## config.mk

```make
export PLATFORM = sky130hd
export DESIGN_NAME = qbf_fifo
export DESIGN_NICKNAME = d
export VERILOG_FILES = /design/src/rtl/qbf_pkg.sv /design/src/rtl/qbf_bank.sv /design/src/rtl/qbf_status.sv /design/src/rtl/qbf_fifo.sv
export SDC_FILE = /design/constraint.sdc
export NUM_CORES = 1
export LEC_CHECK = 0
export ABC_AREA = 1
export BUFFER_PORTS_ARGS = -buffer_cell sky130_fd_sc_hd__buf_2
export CORE_MARGIN = 2
export CORE_UTILIZATION = 62
export DETAILED_ROUTE_END_ITERATION = 8
export PLACE_DENSITY = 0.8
export SYNTH_ARGS = -nofsm -noshare
export SYNTH_HDL_FRONTEND = slang
export SYNTH_SLANG_ARGS = --single-unit
```

## constraint.sdc

```tcl
create_clock -name clk -period 3.16 [get_ports clk]
set_input_delay 0.158 -clock clk [delete_from_list [all_inputs] [get_ports clk]]
set_output_delay 0.158 -clock clk [all_outputs]
set_load 0.01 [all_outputs]
```

## src/rtl/qbf_pkg.sv

```systemverilog
`timescale 1ns/1ps
package qbf_pkg;
    localparam int unsigned STS_W = 6;

    typedef struct packed {
        logic illegal;
        logic byte_av;
        logic word_av;
        logic full;
        logic half;
        logic empty;
    } qbf_sts_t;
endpackage

```

## src/rtl/qbf_bank.sv

```systemverilog
`timescale 1ns/1ps
module qbf_bank #(
    parameter int unsigned DEPTH = 16,
    parameter int unsigned BW    = 8,
    localparam int unsigned AW   = $clog2(DEPTH),
    localparam int unsigned CW   = AW + 1
) (
    input  logic          clk,
    input  logic          rst_n,
    input  logic          push,
    input  logic          pop,
    input  logic [BW-1:0] din,
    output logic [BW-1:0] dout,
    output logic [CW-1:0] count
);
    typedef struct packed {
        logic [DEPTH-1:0][BW-1:0] mem;
        logic [AW-1:0]            wp;
        logic [AW-1:0]            rp;
        logic [CW-1:0]            cnt;
    } bank_st_t;

    bank_st_t st_d, st_q;

    always_comb begin
        st_d = st_q;
        if (push) begin
            st_d.mem[st_q.wp] = din;
            st_d.wp = (st_q.wp == AW'(DEPTH - 1)) ? '0 : st_q.wp + 1'b1;
        end
        if (pop) begin
            st_d.rp = (st_q.rp == AW'(DEPTH - 1)) ? '0 : st_q.rp + 1'b1;
        end
        case ({push, pop})
            2'b10:   st_d.cnt = st_q.cnt + 1'b1;
            2'b01:   st_d.cnt = st_q.cnt - 1'b1;
            default: st_d.cnt = st_q.cnt;
        endcase
    end

    always_ff @(posedge clk) begin
        if (!rst_n) st_q <= '0;
        else        st_q <= st_d;
    end

    assign dout  = st_q.mem[st_q.rp];
    assign count = st_q.cnt;

    AST_NO_OVERFLOW: assert property (@(posedge clk) disable iff (!rst_n)
        push && !pop |-> count != CW'(DEPTH));
    AST_NO_UNDERFLOW: assert property (@(posedge clk) disable iff (!rst_n)
        pop |-> count != '0);
    AST_COUNT_UP: assert property (@(posedge clk) disable iff (!rst_n)
        push && !pop |=> count == $past(count) + 1'b1);
endmodule

```

## src/rtl/qbf_status.sv

```systemverilog
`timescale 1ns/1ps
module qbf_status
    import qbf_pkg::*;
#(
    parameter int unsigned DEPTH = 16,
    parameter int unsigned NBANK = 4,
    localparam int unsigned CW   = $clog2(DEPTH) + 1
) (
    input  logic                      clk,
    input  logic                      rst_n,
    input  logic [NBANK-1:0][CW-1:0]  counts,
    input  logic                      illegal_req,
    input  qbf_sts_t                  clr,
    output qbf_sts_t                  sts
);
    qbf_sts_t lvl;
    qbf_sts_t sts_d, sts_q;

    always_comb begin
        lvl         = '0;
        lvl.empty   = 1'b1;
        lvl.word_av = 1'b1;
        for (int i = 0; i < NBANK; i++) begin
            if (counts[i] != '0)              lvl.empty   = 1'b0;
            if (counts[i] == '0)              lvl.word_av = 1'b0;
            if (counts[i] >= CW'(DEPTH / 2))  lvl.half    = 1'b1;
            if (counts[i] == CW'(DEPTH))      lvl.full    = 1'b1;
        end
        lvl.byte_av = (counts[0] != '0);
        lvl.illegal = illegal_req;
        sts_d = (sts_q & ~clr) | lvl;
    end

    always_ff @(posedge clk) begin
        if (!rst_n) begin
            sts_q       <= '0;
            sts_q.empty <= 1'b1;
        end else begin
            sts_q <= sts_d;
        end
    end

    assign sts = sts_q;

    AST_STICKY_HOLD: assert property (@(posedge clk) disable iff (!rst_n)
        sts_q.full && !clr.full |=> sts_q.full);
    AST_CLEAR_TAKES: assert property (@(posedge clk) disable iff (!rst_n)
        clr.word_av && counts[0] == '0 |=> !sts_q.word_av);
endmodule

```

## src/rtl/qbf_fifo.sv

```systemverilog
`timescale 1ns/1ps
module qbf_fifo
    import qbf_pkg::*;
#(
    parameter int unsigned NBANK = 4,
    parameter int unsigned BW    = 8,
    parameter int unsigned DEPTH = 16,
    localparam int unsigned WW   = NBANK * BW,
    localparam int unsigned CW   = $clog2(DEPTH) + 1
) (
    input  logic             clk,
    input  logic             rst_n,
    input  logic             wr_word_en,
    input  logic [WW-1:0]    wr_word_data,
    input  logic             wr_byte_en,
    input  logic [BW-1:0]    wr_byte_data,
    input  logic             rd_word_en,
    output logic [WW-1:0]    rd_word_data,
    input  logic             rd_byte_en,
    output logic [BW-1:0]    rd_byte_data,
    input  logic [STS_W-1:0] sts_clr,
    output logic [STS_W-1:0] sts,
    output logic             irq
);
    logic [NBANK-1:0][CW-1:0] cnt_b;
    logic [NBANK-1:0][BW-1:0] dout_b;
    logic [NBANK-1:0][BW-1:0] din_b;
    logic [NBANK-1:0]         push_b, pop_b;
    logic any_full, any_empty, b0_full, b0_empty;
    logic push_clash, pop_clash;
    logic w_push_ok, b_push_ok, w_pop_ok, b_pop_ok;
    logic illegal_req;
    qbf_sts_t sts_s;

    always_comb begin
        any_full  = 1'b0;
        any_empty = 1'b0;
        for (int i = 0; i < NBANK; i++) begin
            if (cnt_b[i] == CW'(DEPTH)) any_full  = 1'b1;
            if (cnt_b[i] == '0)         any_empty = 1'b1;
        end
        b0_full  = (cnt_b[0] == CW'(DEPTH));
        b0_empty = (cnt_b[0] == '0);

        push_clash = wr_word_en & wr_byte_en;
        pop_clash  = rd_word_en & rd_byte_en;
        w_push_ok  = wr_word_en & ~wr_byte_en & ~any_full;
        b_push_ok  = wr_byte_en & ~wr_word_en & ~b0_full;
        w_pop_ok   = rd_word_en & ~rd_byte_en & ~any_empty;
        b_pop_ok   = rd_byte_en & ~rd_word_en & ~b0_empty;

        illegal_req = push_clash | pop_clash
                    | (wr_word_en & ~wr_byte_en & any_full)
                    | (wr_byte_en & ~wr_word_en & b0_full)
                    | (rd_word_en & ~rd_byte_en & any_empty)
                    | (rd_byte_en & ~rd_word_en & b0_empty);
    end

    for (genvar g = 0; g < NBANK; g++) begin : g_bank
        if (g == 0) begin : g_lane0
            assign push_b[g] = w_push_ok | b_push_ok;
            assign pop_b[g]  = w_pop_ok  | b_pop_ok;
            assign din_b[g]  = w_push_ok ? wr_word_data[g*BW +: BW] : wr_byte_data;
        end else begin : g_lane
            assign push_b[g] = w_push_ok;
            assign pop_b[g]  = w_pop_ok;
            assign din_b[g]  = wr_word_data[g*BW +: BW];
        end

        qbf_bank #(.DEPTH(DEPTH), .BW(BW)) u_bank (
            .clk   (clk),
            .rst_n (rst_n),
            .push  (push_b[g]),
            .pop   (pop_b[g]),
            .din   (din_b[g]),
            .dout  (dout_b[g]),
            .count (cnt_b[g])
        );
    end

    qbf_status #(.DEPTH(DEPTH), .NBANK(NBANK)) u_status (
        .clk         (clk),
        .rst_n       (rst_n),
        .counts      (cnt_b),
        .illegal_req (illegal_req),
        .clr         (qbf_sts_t'(sts_clr)),
        .sts         (sts_s)
    );

    assign rd_word_data = dout_b;
    assign rd_byte_data = dout_b[0];
    assign sts          = sts_s;
    assign irq          = sts_s.illegal;

    AST_CLASH_BLOCKS: assert property (@(posedge clk) disable iff (!rst_n)
        wr_word_en && wr_byte_en |-> push_b == '0);
    AST_IRQ_FOLLOWS: assert property (@(posedge clk) disable iff (!rst_n)
        illegal_req |=> irq);
    AST_LANES_TOGETHER: assert property (@(posedge clk) disable iff (!rst_n)
        rd_word_en && !rd_byte_en && !any_empty |-> pop_b == '1);
endmodule

```

# After elaboration in Yosys (flattened, before gate mapping)
# Cells that the tools add are included.
# op_classes
addsub	16
eq_ne	16
bitwise_logic	32
n_lt_le_gt_ge	16
mux	53
n_reduce_logical	14
# ops
cell	n
$bwmux W128	4
$bmux W8 S4	4
$demux W8 S4	4
$mux W8	9
$lt A4 B5 Y1 const B	8
$pmux W5 S2	4
$add A4 B1 Y4 const B	8
$eq A4 B4 Y1 const B	8
$mux W4	8
$add A5 B1 Y5 const B	4
$eq A5 B5 Y1 const B	4
$ge A5 B4 Y1 const B	4
$logic_not A5 Y1	4
$mux W1	20
$reduce_bool A5 Y1	4
$sub A5 B1 Y5 const B	4
$ge A4 B1 Y1 const B	4
$and A1 B1 Y1	14
$not A1 Y1	8
$or A1 B1 Y1	7
$and A6 B6 Y6	1
$not A6 Y6	1
$or A6 B6 Y6	1
$eq A2 B1 Y1 const B	2
other kinds (3)	8
# totals
wordCells	229
inputBits	52
out_inout_bits	47
regBits	570

# Depth between registers and ports, before layout
# depth
depth_word	11
depth_mapped	19
mapped_depth_nobuf	18

# By module
# A second synthesis with hierarchy kept.
# unflattened
hier_cells	3955
area_unflattened_um2	26506.7
# by_module_without_submodules
module	seq_area_each_um2	area_each_um2	instances	cells_each
qbf_bank (g_bank[0].u_bank ...)	2822.7	6431.2	3	956
qbf_bank (g_bank[3].u_bank)	2822.7	6422.4	1	954
qbf_fifo	0.0	437.9	1	77
qbf_status	120.1	352.8	1	56

# Least setup slack after synthesis
# No wires, ideal clock.
# synth_timing
kind	reg2reg
start	register g_bank[0].u_bank.st_q (netlist bit g_bank[0].u_bank.count[1])
end	register g_bank[1].u_bank.st_q (netlist bit g_bank[1].u_bank.count[4])
setup_time_ns	0.116
period_less_slack_ns	2.822
path_buffers	2
required_ns	3.044
arrival_ns	2.707
stages_incl_launch_ff	19
setup_slack_ns	0.338
cell_sequence	dfxtp_1 nor2_1 nand3_2 nand2_2 nor2_8 nand2_8 buf_6 buf_2 ha_1 inv_1 fa_1 inv_1 nand2_1 nand2_1 a21oi_1 nor2_1 nor2_1 a21oi_1 nor2_1
# synth_via
elab_chain_cells	9
word_cells_on_any_way	18
# synth_lines
item	line	rtl
start, declared	qbf_bank.sv:23	bank_st_t st_d, st_q;
start signal, assigned	qbf_bank.sv:43	else st_q <= st_d;
$eq A5 B5 Y1 or $logic_not A5 Y1 (tied branches)	qbf_fifo.sv:39, qbf_fifo.sv:40	
$mux W1 (on tied branches) (4 in a row)	qbf_fifo.sv:39, qbf_fifo.sv:40	
$not A1 Y1 (on tied branches)	qbf_fifo.sv:47, qbf_fifo.sv:49	
$and A1 B1 Y1 (on tied branches)	qbf_fifo.sv:47, qbf_fifo.sv:49	
$eq A2 B1 Y1 or $eq A2 B2 Y1 (tied branches)	qbf_bank.sv:34	case ({push, pop})
$pmux W5 S2 or $reduce_bool A2 Y1 (tied branches)	n/a	
end signal, assigned	qbf_bank.sv:43	
end, declared	qbf_bank.sv:23	
# Parallel ways exist; a longest one is shown, timed or not.
# A chain may end at the register's enable or synchronous reset.

# Final worst setup path
# layout_timing
start	register g_bank[0].u_bank.st_q (netlist bit g_bank[0].u_bank.count[1])
end	register g_bank[0].u_bank.st_q (netlist bit g_bank[0].u_bank.count[4])
# layout_via
elab_chain_cells	10
word_cells_on_any_way	26
# layout_lines
item	line
$eq A5 B5 Y1 or $logic_not A5 Y1 (tied branches)	n/a
$mux W1 (on tied branches) (4 in a row)	qbf_fifo.sv:39, qbf_fifo.sv:40
$not A1 Y1 (on tied branches)	qbf_fifo.sv:47, qbf_fifo.sv:49
$and A1 B1 Y1 (on tied branches)	qbf_fifo.sv:47, qbf_fifo.sv:49
$or A1 B1 Y1 (on tied branches)	qbf_fifo.sv:61, qbf_fifo.sv:62
$eq A2 B1 Y1 or $eq A2 B2 Y1 (tied branches)	qbf_bank.sv:34
$pmux W5 S2 or $reduce_bool A2 Y1 (tied branches)	n/a
# Parallel ways exist; a longest one is shown, timed or not.

==> flow_summary_export.csv <==
group,metric,value,unit
detailed_routing,first_pass_iters,6,
finish,n_antenna_cell,0,
clock_network,cts.htree.levels,2,
floorplan,die_area,45600,µm²
clock_network,clk_path_buf_depth,3,
yosys,ys_seq_elements,570,
yosys,synth_flop_cell,"dfxtp_1",
sta,fin_tns_setup,0,ns
clock_network,insertion_delay,0.62,ns
finish,area_growth,9.46,%
yosys,ys_seq_area_frac,0.419,
sta,whs,0.0267,ns
yosys,yosysTopAreaCellShare,0.419,
place,detailedPlace.worstSlack,0.256,ns
yosys,synth-async-reset-ratio,0,
yosys,synth_area_leader_cell,"dfxtp_1",
place,gp_routability_congestion,0.863,
finish,layout.nets,3916,
floorplan,die_height,214,µm
critical_path,start_kind,"register",
yosys,postSynthCellCount,3902,
floorplan,rows,76,
global_route,antenna_found_initial,0,
sta,period_share,0.910,
sta,setup_viol,0,
pwr,p_leak,11.1,nW
sta,slew_headroom,0.349,
place,place_hpwl,45000,µm
outcome,status,"completed",
critical_path,reg2reg_from,"g_bank[0].u_bank.count[1]$_SDFFE_PN0P_",
finish,nFillCells,3747,
global_route,grt_util_all_layers,0.330,
clock_network,cts_tree,"built",
pwr,ir_drop,0.497,mV
floorplan,core_region_area,43300,µm²
pwr,powerDensity,596,nW/µm²
sta,clock_skew,0.0136,ns
hold_path,hold_path_depth,3,
floorplan,start_util,0.630,
yosys,ys_top_cells_by_area,"dfxtp_1, nand2_1, nor2_1, nand3_1, a21oi_1",
yosys,syn_avg_cell_area,6.98,µm²
detailed_routing,top_layer,"met4",
yosys,yosys_warnings,0,
sta,rsz0062_at_grt,"no",
sta,fin_crit,2.87,ns
clock_network,cts_made_buffers,59,
detailed_routing,avgRoutedWirePerCell,17.2,µm
finish,multiInputGateArea,13900,µm²
detailed_routing,viasPerCell,5.87,
critical_path,reg2reg_to,"g_bank[0].u_bank.count[4]$_SDFFE_PN0P_",
sta,finalHoldViolations,0,
critical_path,r2r_setup_slack,0.29,ns
floorplan,ios,99,
run,max_cap_violations,0,
critical_path,reg2reg_depth,14,
clock_network,cts_root_buffer,"clkbuf_16",
detailed_routing,first_iter_violations,3217,
detailed_routing,drt_wl_total,76700,µm
yosys,syn-num-nets,3992,
clock_network,post-cts-setup-buffers,0,
hold_path,hold_start,"wr_word_data[18]",
yosys,synth_area,27200,µm²
global_route,grt_pass1_vias,23500,
critical_path,critPathMaxFanout,17,
sta,final_max_slew_viol_count,0,
critical_path,arrival,3.42,ns
detailed_routing,num_vias,26200,
hold_path,holdPathEnd,"g_bank[2].u_bank.st_q[71]$_SDFFE_PN0P_",
yosys,synth-edff-count,0,
hold_path,min_path_type,"in -> reg",
detailed_routing,drc,0,
global_route,grt_pass1_wl,123000,µm
yosys,ys_types,37,
sta,clock.fmax,0.348,GHz
sta,worst_pin_slew,0.975,ns
floorplan,die_w,214,µm
finish,regArea,11400,µm²
detailed_routing,m1WireLength,32500,µm
sta,finalWorstSetupSlack,0.286,ns
finish,utilization,0.689,
critical_path,end_kind,"register",
clock_network,clock_sinks,570,
global_route,overflow,0,
critical_path,cp_data_required_time,3.71,ns
finish,drive_gt1_frac,0.0857,
clock_network,clk_pin_slew_worst_paths,0.06,ns
detailed_routing,dr_wl_met2,35500,µm
detailed_routing,routed-wl-met3,6680,µm
place,numPortBuffers,98,
detailed_routing,postRouteAntennaNets,0,
critical_path,path_class,"reg -> reg",
global_route,grt_max_degree,126,
==> timing repair <==
action                                  CTS  global route
endpoints found under the hold margin   121             0
gates resized for setup                   0             2
hold buffers                             24             0
endpoints found under the setup margin    0             3
==> per-stage QoR <==
stage	total power, W	area [µm²]	std cells
4_1_cts	0.0178	29800	4459
6_report	0.0178	29800	4459
5_1_grt	0.0184	29800	4459
3_3_place_gp	0.0103	27500	4326
3_5_place_dp	0.0104	27500	4326
2_1_floorplan	0.00964	27200	3902
==> metal layers <==
metal  vias to the layer above  global-route usage
met2                      1188               0.540
met4                         0               0.109
li1                      12800                   -
met5                         -                   0
met3                       166              0.0447
met1                     12000               0.452
==> cell usage after synthesis, types with 14 or more instances <==
library cell / n
nand2_1: 847
nor2_1: 636
dfxtp_1: 570
nand3_1: 454
a21oi_1: 425
o21ai_0: 269
clkbuf_1: 226
inv_1: 91
o22ai_1: 48
o221ai_1: 41
buf_4: 35
ha_1: 34
buf_2: 27
buf_6: 26
o211ai_1: 24
nand4_1: 21
o32ai_1: 16
a21oi_4: 15
xor2_1: 14
==> power breakdown <==
| part | leakage (nW) | switching, W | total [W] | internal, W |
|---|---|---|---|---|
| logic | 5.50 | 0.00190 | 0.00277 | 0.000867 |
| registers | 4.60 | 0.000156 | 0.00752 | 0.00736 |
| clock network | 1.04 | 0.00299 | 0.00750 | 0.00450 |
| total | 11.1 | 0.00505 | 0.0178 | 0.0127 |
==> worst max-delay path, cell delays in order (launching register included) <==
cell and delay (ns):
dfxtp_1 0.36, nor2_1 0.19, nand3b_1 0.20, nand2_1 0.10
nor2_1 0.07, nand2_1 0.07, buf_4 0.23, nand2_1 0.18
ha_2 0.27, fa_1 0.41, a21o_1 0.20, a21oi_1 0.18
xor2_1 0.16, nand2_1 0.06, a21oi_1 0.11
==> cell families after synthesis <==
family	share of synthesized area
flops	0.419
simple gates	0.310
compound gates	0.174
xor+xnor	0.00643
fa+ha+maj	0.0186
buf+inv	0.0729
==> worst max path at each step <==
stage	startpoint	to	slack, ns
CTS	g_bank[0].u_bank.count[1]$_SDFFE_PN0P_	g_bank[0].u_bank.count[4]$_SDFFE_PN0P_	0.23
global route	g_bank[0].u_bank.count[1]$_SDFFE_PN0P_	g_bank[0].u_bank.count[4]$_SDFFE_PN0P_	0.0008
detailed placement	g_bank[0].u_bank.count[1]$_SDFFE_PN0P_	g_bank[0].u_bank.count[4]$_SDFFE_PN0P_	0.26
finish	g_bank[0].u_bank.count[1]$_SDFFE_PN0P_	g_bank[0].u_bank.count[4]$_SDFFE_PN0P_	0.29
floorplan	g_bank[0].u_bank.count[1]$_SDFFE_PN0P_	g_bank[1].u_bank.count[4]$_SDFFE_PN0P_	0.34
global placement	g_bank[0].u_bank.count[1]$_SDFFE_PN0P_	g_bank[0].u_bank.count[4]$_SDFFE_PN0P_	0.36
==> state kept, by name (all words and copies together) (netlist names) <==
name	flops
u_status.sts	6
g_bank.u_bank.st_q	544
g_bank.u_bank.count	20
==> final cells by class <==
cell class,count,area share
clock buffers,86,0.0604
clock inverters,23,0.0102
inverters,107,0.0137
multi-input cells,2903,0.465
flip-flops and latches,570,0.383
well taps,585,0.0245
repair buffers,185,0.0430
==> placed cells by master (no fill, tap or decap), types with 12 or more instances in the layout <==
master         instances
nand2_1              847
nor2_1               625
dfxtp_1              565
nand3_1              454
a21oi_1              425
o21ai_0              269
buf_2                 97
inv_1                 87
clkbuf_16             61
buf_4                 58
o22ai_1               48
o221ai_1              41
ha_1                  32
o211ai_1              24
dlygate4sd3_1         24
nand4_1               21
clkbuf_8              18
o32ai_1               16
a21oi_4               15
xor2_1                14
nor2_2                13
clkinv_1              13
nand2_2               12
clkinv_2              12
Power figures use the tool's default switching activity.
